File: config.mk
export PLATFORM = sky130hd
export DESIGN_NAME = latched_chan_sel
export DESIGN_NICKNAME = d
export VERILOG_FILES = /design/src/rtl/csel_pkg.sv /design/src/rtl/csel_decode.sv /design/src/rtl/csel_datapath.sv /design/src/rtl/csel_control.sv /design/src/rtl/latched_chan_sel.sv
export SDC_FILE = /design/constraint.sdc
export NUM_CORES = 1
export LEC_CHECK = 0
export BUFFER_PORTS_ARGS = -buffer_cell sky130_fd_sc_hd__buf_2
export CORE_MARGIN = 5
export CORE_UTILIZATION = 40
export DETAILED_ROUTE_END_ITERATION = 8
export MAX_ROUTING_LAYER = met4
export PLACE_DENSITY = 0.74
export SLEW_MARGIN = 10
export SYNTH_ARGS = -nofsm -noshare
export SYNTH_HDL_FRONTEND = slang
export SYNTH_SLANG_ARGS = --single-unit
File: constraint.sdc
create_clock -name clk -period 2.1 [get_ports clk]
set_clock_uncertainty 0.2 [all_clocks]
set_input_delay 0.42 -clock clk [delete_from_list [all_inputs] [get_ports clk]]
set_output_delay 0.42 -clock clk [all_outputs]
set_load 0.02 [all_outputs]
File: src/rtl/csel_pkg.sv
package csel_pkg;
  // Strobes from the sequencing control to the selection datapath
  typedef struct packed {
    logic loadSel;   // take the requested selection
    logic clearSel;  // force all switches open
  } selStrobe_t;
endpackage

File: src/rtl/csel_decode.sv
module csel_decode #(
  parameter int IDX_W  = 4,
  parameter int NUM_CH = 16
) (
  input  logic              valid,
  input  logic [IDX_W-1:0]  idx,
  output logic [NUM_CH-1:0] onehot
);
  for (genvar g = 0; g < NUM_CH; g++) begin : g_line
    assign onehot[g] = valid && (idx == IDX_W'(g));
  end
endmodule

File: src/rtl/csel_datapath.sv
module csel_datapath
  import csel_pkg::*;
#(
  parameter int ADDR_W = 4,
  parameter int NUM_CH = 16
) (
  input  logic              clk,
  input  logic              rstN,
  input  logic              wrN,
  input  logic              chanEn,
  input  logic [ADDR_W-1:0] chanAddr,
  input  selStrobe_t        strobe,
  output logic              reqChange,
  output logic              curOn,
  output logic [NUM_CH-1:0] swOn
);
  logic              heldEn;
  logic [ADDR_W-1:0] heldAddr;
  logic              effEn;
  logic [ADDR_W-1:0] effAddr;
  logic [ADDR_W-1:0] curIdx;

  // Holding stages: transparent while the write strobe is low
  always_ff @(posedge clk or negedge rstN) begin
    if (!rstN) begin
      heldEn   <= 1'b0;
      heldAddr <= '0;
    end else if (!wrN) begin
      heldEn   <= chanEn;
      heldAddr <= chanAddr;
    end
  end

  assign effEn   = wrN ? heldEn   : chanEn;
  assign effAddr = wrN ? heldAddr : chanAddr;

  assign reqChange = effEn && curOn && (effAddr != curIdx);

  // Selection register driven by the control strobes
  always_ff @(posedge clk or negedge rstN) begin
    if (!rstN) begin
      curOn  <= 1'b0;
      curIdx <= '0;
    end else if (strobe.clearSel) begin
      curOn  <= 1'b0;
    end else if (strobe.loadSel) begin
      curOn  <= effEn;
      curIdx <= effAddr;
    end
  end

  csel_decode #(.IDX_W(ADDR_W), .NUM_CH(NUM_CH)) u_decode (
    .valid  (curOn),
    .idx    (curIdx),
    .onehot (swOn)
  );

  // no update of the holding stages while write is high
  a_r2_hold_while_high: assert property (@(posedge clk) disable iff (!rstN)
    wrN |=> ($stable(heldEn) && $stable(heldAddr)));

  // a disabled request leaves every switch open after the next edge
  a_r4_disable_opens: assert property (@(posedge clk) disable iff (!rstN)
    !effEn |=> !curOn);
endmodule

File: src/rtl/csel_control.sv
module csel_control
  import csel_pkg::*;
#(
  parameter int DEAD_CYCLES = 3
) (
  input  logic       clk,
  input  logic       rstN,
  input  logic       reqChange,
  input  logic       curOn,
  output selStrobe_t strobe,
  output logic       bbmBusy
);
  localparam int CNT_W = $clog2(DEAD_CYCLES + 1);

  logic [CNT_W-1:0] deadCnt;
  logic [CNT_W-1:0] deadCntNext;

  always_comb begin
    strobe      = '0;
    deadCntNext = deadCnt;
    if (deadCnt != '0) begin
      deadCntNext = deadCnt - CNT_W'(1);
      if (deadCnt == CNT_W'(1)) strobe.loadSel  = 1'b1;
      else                      strobe.clearSel = 1'b1;
    end else if (reqChange) begin
      strobe.clearSel = 1'b1;
      deadCntNext     = CNT_W'(DEAD_CYCLES);
    end else begin
      strobe.loadSel = 1'b1;
    end
  end

  always_ff @(posedge clk or negedge rstN) begin
    if (!rstN) deadCnt <= '0;
    else       deadCnt <= deadCntNext;
  end

  assign bbmBusy = (deadCnt != '0);

  // every switch is open throughout the dead interval
  a_r8_busy_means_open: assert property (@(posedge clk) disable iff (!rstN)
    bbmBusy |-> !curOn);

  // a request from the all-off state never opens a dead interval
  a_r9_from_off_no_gap: assert property (@(posedge clk) disable iff (!rstN)
    (!curOn && !bbmBusy) |=> !bbmBusy);
endmodule

File: src/rtl/latched_chan_sel.sv
module latched_chan_sel
  import csel_pkg::*;
#(
  parameter bit DIFFERENTIAL = 1'b0,
  parameter int DEAD_CYCLES  = 3,
  localparam int ADDR_W = DIFFERENTIAL ? 3 : 4,
  localparam int NUM_CH = 1 << ADDR_W
) (
  input  logic              clk,
  input  logic              rstN,
  input  logic              wrN,
  input  logic              chanEn,
  input  logic [ADDR_W-1:0] chanAddr,
  output logic [NUM_CH-1:0] swOn,
  output logic              bbmBusy
);
  selStrobe_t strobe;
  logic       reqChange;
  logic       curOn;

  csel_datapath #(.ADDR_W(ADDR_W), .NUM_CH(NUM_CH)) u_datapath (
    .clk       (clk),
    .rstN      (rstN),
    .wrN       (wrN),
    .chanEn    (chanEn),
    .chanAddr  (chanAddr),
    .strobe    (strobe),
    .reqChange (reqChange),
    .curOn     (curOn),
    .swOn      (swOn)
  );

  csel_control #(.DEAD_CYCLES(DEAD_CYCLES)) u_control (
    .clk       (clk),
    .rstN      (rstN),
    .reqChange (reqChange),
    .curOn     (curOn),
    .strobe    (strobe),
    .bbmBusy   (bbmBusy)
  );

  // never more than one switch line high
  a_r7_onehot_out: assert property (@(posedge clk) disable iff (!rstN)
    $onehot0(swOn));

  // no direct move between two live channels
  a_r6_break_first: assert property (@(posedge clk) disable iff (!rstN)
    ((swOn != '0) && ($past(swOn) != '0)) |-> (swOn == $past(swOn)));
endmodule

==> flow_summary.yaml, run 1 <==
outcome:
  status: "completed"
sta:
  setup_viol: 0
  period_needed_ns: 1.97
  slew_headroom_pct: 79.4
  hold_viol: 0
  final_max_slew_viol_count: 0
  fmax_mhz: 508
  fin_crit_sh_pct: 93.7
  timing.final.ws_setup_ns: 0.131
  tightest_slew_ns: 0.307
  whs_ns: 0.235
clock_network:
  clock_path_buffers: 2
  clk_pin_slew_ns: 0.07
  worstSkewPairLatency_ns: 0.27
  root_buffer: "clkbuf_4"
  htree_levels: 1
  clock-sinks: 12
  cts_tree: "built"
  cts_buffers: 3
global_routing:
  antenna_found_initial: 0
  overflow: 0
  grt_usage_pct: 14.3
  grt_max_degree: 13
  grt_pass1_wl_um: 2780
  grt_pass1_vias: 605
power_and_ir_drop:
  power_leakage_nw: 0.484
  p_per_area_nw_per_um2: 1320
  vdd.ir_drop.worst_mv: 0.755
  p_total_mw: 1.30
worst_setup_path:
  startpoint_type: "flop"
  critPathKind: "flop to flop"
  worstPathArrival_ns: 1.93
  rr_endpoint: "u_datapath.curIdx[0]"
  r2r_setup_slack_ns: 0.13
  rr_startpoint: "u_datapath.heldAddr[1]"
  cp-endpoint: "u_datapath.curIdx[0]"
  crit_required_ns: 2.06
  endpoint_kind: "flop"
  reg2reg_depth: 5
  crit_path_start: "u_datapath.heldAddr[1]"
  cp_max_fo: 4
cells_and_area:
  drive_gt1_share_pct: 48.5
  fillers: 171
  antenna_cells: 0
  post-route-util_pct: 56.8
  area_delta_synth_final_pct: 34.7
  final_common_cell: "buf_2"
  fin_nets: 114
  mostFrequentLayoutCells: "buf_2, dfrtp_1, nor3_1, buf_4"
job:
  maxCapViolCount: 0
routing:
  dr.pass1.iters: 4
  vias_per_cell: 4.85
  postRouteAntennaNets: 0
  drt_wl_total_um: 1650
  route.detailed.drc: 0
  wl_per_cell_um: 12.9
  dr_total_vias: 621
  first_iter_violations: 7
placed_design:
  hpwl_um: 1270
  gp_congestion: 0.721
  post-place-ws_ns: -0.159
  io_buffers: 24
synth:
  ys_seq_area_share_pct: 41.2
  synth_area_um2: 728
  syn_nets: 79
  yosysWarnings: 0
  synthCells: 69
  synth_cell_types: 20
  ys_ff_latch: 12
  synth_area_per_cell_um2: 10.6
floorplanning:
  coreArea_um2: 1730
  start_util_pct: 42.2
  fp.dieW_um: 52.7
  die_area_um2: 2770
  ioPinCount: 25
  dieHeight_um: 52.7
  rows: 15
min_path:
  hp-class: "primary input to flop"
  min-delay-start: "chanEn"
report_power, final:
| part | total (mW) | internal, mW | switching, mW |
|---|---|---|---|
| Clock | 0.183 | 0.105 | 0.0779 |
| Combinational | 0.678 | 0.325 | 0.353 |
| Sequential | 0.436 | 0.317 | 0.119 |
how the worst min path moves through the flow:
stage                                       to  depth (start not counted)
after global placement    u_control.deadCnt[1]                          1
final                        u_datapath.heldEn                          2
after global routing         u_datapath.heldEn                          2
after detailed placement  u_control.deadCnt[1]                          1
after floorplan           u_control.deadCnt[0]                          0
after CTS                    u_datapath.heldEn                          2
worst max-delay path, stage by stage, from the launching register on:
cell	delay [ns]
dfrtp_1	0.37
mux2_4	0.27
xor2_1	0.17
nor4_4	0.37
o22ai_4	0.16
mux2_4	0.32
layout make-up:
type,count,area (um^2),share of cell area [%]
clock buffer,4,36.3,3.70
inverter,3,11.3,1.15
multi-input combinational,51,409,41.7
sequential,12,303,30.9
tap,25,31.3,3.19
timing repair buffer,33,190,19.4
Yosys cell counts:
library cell / number / area [um^2]
inv_1: 3 / 11.3
ha_1: 2 / 25.0
xor2_1: 5 / 43.8
nand3_1: 3 / 15.0
nor2_1: 6 / 22.5
mux2_2: 3 / 33.8
nand2_1: 6 / 22.5
nor4_4: 1 / 21.3
nor2b_1: 1 / 6.26
buf_2: 2 / 10.0
nand2b_1: 3 / 18.8
o22ai_4: 1 / 20.0
dfrtp_1: 12 / 300
nor4_1: 2 / 12.5
o21ai_1: 2 / 10.0
o221a_1: 1 / 11.3
nor3_1: 8 / 40.0
mux2i_1: 1 / 10.0
clkbuf_1: 1 / 3.75
mux2_4: 6 / 90.1
what timing repair did:
item,in CTS,in global routing
setup endpoints to repair,0,2
gates resized for setup,0,3
hold endpoints to repair,12,0
hold buffers,1,0
setup buffers,0,0
metal layers:
layer	routed length (um)	track usage, %	vias to the layer above
met5	0	-	-
met3	97	3.42	4
met2	827	22.1	20
met4	39	7.66	0
li1	-	-	310
met1	687	17.2	287
flip-flops by register name, summed over array words and instances (netlist names):
| register | flops |
|---|---|
| u_datapath.heldAddr | 4 |
| u_datapath.curOn | 1 |
| u_datapath.curIdx | 4 |
| u_datapath.heldEn | 1 |
| u_control.deadCnt | 2 |
cells by family (layout without fill, tap and decap cells):
family | after synthesis | count (layout) | share of synthesized area (%)
AND/OR/NAND/NOR | 30 | 30 | 21.8
flip-flops | 12 | 12 | 41.2
multiplexers | 10 | 10 | 18.4
buffers and inverters | 6 | 40 | 3.44
XOR/XNOR | 5 | 5 | 6.01
AO/OA/AOI/OAI | 4 | 4 | 5.67
adder cells (fa/ha/maj) | 2 | 2 | 3.44
stage by stage:
| stage | std cells | TNS, ns | area, um^2 |
|---|---|---|---|
| CTS | 128 | 0 | 972 |
| finish | 128 | 0 | 981 |
| detailed placement | 123 | -0.679 | 926 |
| global route | 128 | -0.0400 | 981 |
| global placement | 123 | -0.343 | 926 |
| floorplan | 69 | 0 | 728 |
(Power assumes the default switching activity.)
==> run 2, diff against run 1 <==
Settings changed: BUFFER_PORTS_ARGS -buffer_cell sky130_fd_sc_hd__buf_2 to unset, DONT_BUFFER_PORTS set to 1, PLACE_DENSITY 0.74 to unset.
==> run 2 against run 1 <==
Highest routed layer unchanged. Routed wire length fell by 8.7%. Via count fell by 13%. Non-clock buffer count fell by 19. Fmax fell by 0.60%. Critical path depth fell by 2. Largest power group unchanged. First-iteration DRC count rose by 86%. Hold slack got worse by 0.10 ns. Sequential cell count did not move. Utilization fell by 5.2 points. Largest cell class unchanged. Setup slack got worse by 0.012 ns.
==> flow_summary.yaml, run 2 (synthesized netlist as in run 1, its figures left out) <==
routing:
  top_layer_used: "met4"
  first_iter_violations: 13
  dr_wl_met3_um: 83
  vias_per_cell: 4.94
  route.detailed.drc: 0
  wl_per_cell_um: 13.8
  drt_wl_total_um: 1510
  postRouteAntennaNets: 0
  met2_wirelength_um: 826
  dr_total_vias: 539
  wl_met1_um: 586
  dr.pass1.iters: 4
floorplanning:
  die_area_um2: 2770
  ioPinCount: 25
  dieHeight_um: 52.7
  coreArea_um2: 1730
  fp.dieW_um: 52.7
  start_util_pct: 42.2
  rows: 15
global_routing:
  grt_max_degree: 13
  grt_pass1_wl_um: 2540
  grt_usage_pct: 12.8
  overflow: 0
  antenna_found_initial: 0
  grt_pass1_vias: 555
clock_network:
  clock_path_buffers: 2
  cts_setup_buffers: 0
  htree_levels: 1
  clock-sinks: 12
  cts_tree: "built"
  clk_pin_slew_ns: 0.07
  root_buffer: "clkbuf_4"
  worstSkewPairLatency_ns: 0.27
  cts_buffers: 3
cells_and_area:
  fin_nets: 95
  mostFrequentLayoutCells: "buf_4, dfrtp_1, nor3_1"
  drive_gt1_share_pct: 34.5
  final_common_cell: "buf_4"
  fillers: 164
  area_delta_synth_final_pct: 22.3
  top_regs: "u_datapath.curIdx: 4 flops, u_datapath.heldAddr: 4 flops, u_control.deadCnt: 2 flops"
  design_area_um2: 891
  post-route-util_pct: 51.6
  antenna_cells: 0
sta:
  grt_setup_unrepaired: "no"
  period_needed_ns: 1.98
  hold_viol: 0
  tightest_slew_ns: 0.532
  setup_tns_ns: 0
  final_max_slew_viol_count: 0
  setup_viol: 0
  fin_crit_sh_pct: 94.3
  fmax_mhz: 505
  whs_ns: 0.132
  slew_headroom_pct: 64.4
job:
  maxCapViolCount: 0
worst_setup_path:
  cp_max_fo: 8
  startpoint_type: "flop"
  r2r_setup_slack_ns: 0.15
  endpoint_kind: "output pin"
  worstPathArrival_ns: 1.36
  critPathKind: "flop to output pin"
  crit_required_ns: 1.48
power_and_ir_drop:
  vdd.ir_drop.worst_mv: 0.806
  power_leakage_nw: 0.395
  p_per_area_nw_per_um2: 1390
placed_design:
  place_area_um2: 843
  io_buffers: 0
  gp_congestion: 0.804
  hpwl_um: 1210
outcome:
  status: "completed"
min_path:
  hp-class: "primary input to flop"
run 2: cell count changes in the layout (fill, tap and decap cells not counted):
cell	delta
buf_2	-24
buf_4	+5
dfrtp_1	+1
dfrtp_2	-1
nor4_1	+1
nor4_2	-1
run 2: final timing paths:
check / startpoint / to / cells after the start
max reg2reg: u_datapath.heldAddr[0] / u_datapath.curIdx[0] / 5
min reg2reg: u_datapath.heldAddr[1] / u_datapath.heldAddr[1] / 1
min in group asynchronous: rstN / u_datapath.curIdx[1] / 1
max in group asynchronous: rstN / u_datapath.curIdx[3] / 1
max: u_datapath.curOn / swOn[10] / 3
min: chanAddr[1] / u_datapath.heldAddr[1] / 1
run 2: per-stage QoR:
stage | setup WS (ns) | total power, mW | std cells
final | 0.120 | 1.24 | 109
after global routing | 0.0178 | 1.34 | 109
after CTS | 0.0926 | 1.26 | 109
after detailed placement | 0.0457 | 1.06 | 104
after global placement | 0.0762 | 1.05 | 104
after floorplan | 0.0507 | 0.935 | 69
run 2: critical path, stage by stage (launching register included):
cell,delay [ns]
dfrtp_1,0.47
nor2b_1,0.20
nand2_1,0.09
nor2_1,0.33
run 2: layout make-up:
type | count | area (um^2) | area share (%)
inverters | 3 | 11.3 | 1.26
flip-flops and latches | 12 | 302 | 33.8
repair buffers | 14 | 108 | 12.1
multi-input cells | 51 | 403 | 45.2
well taps | 25 | 31.3 | 3.51
clock buffers | 4 | 36.3 | 4.07
run 2: report_power, final:
part / internal, mW / switching (mW) / leakage [nW] / total [mW]
clock network: 0.105 / 0.0739 / 0.0210 / 0.179
registers: 0.315 / 0.110 / 0.141 / 0.425
logic: 0.305 / 0.333 / 0.234 / 0.638
run 2: timing repair:
| item | 4_1_cts | 5_1_grt |
|---|---|---|
| resized for setup | 0 | 1 |
| hold buffers | 1 | 0 |
| hold endpoints to repair | 12 | 0 |
| setup endpoints to repair | 0 | 1 |
run 2: layer usage:
metal,global-route usage (%),vias to the layer above
met1,14.4,252
met3,5.70,2
met5,-,-
met4,3.83,0
met2,20.5,15
li1,-,270
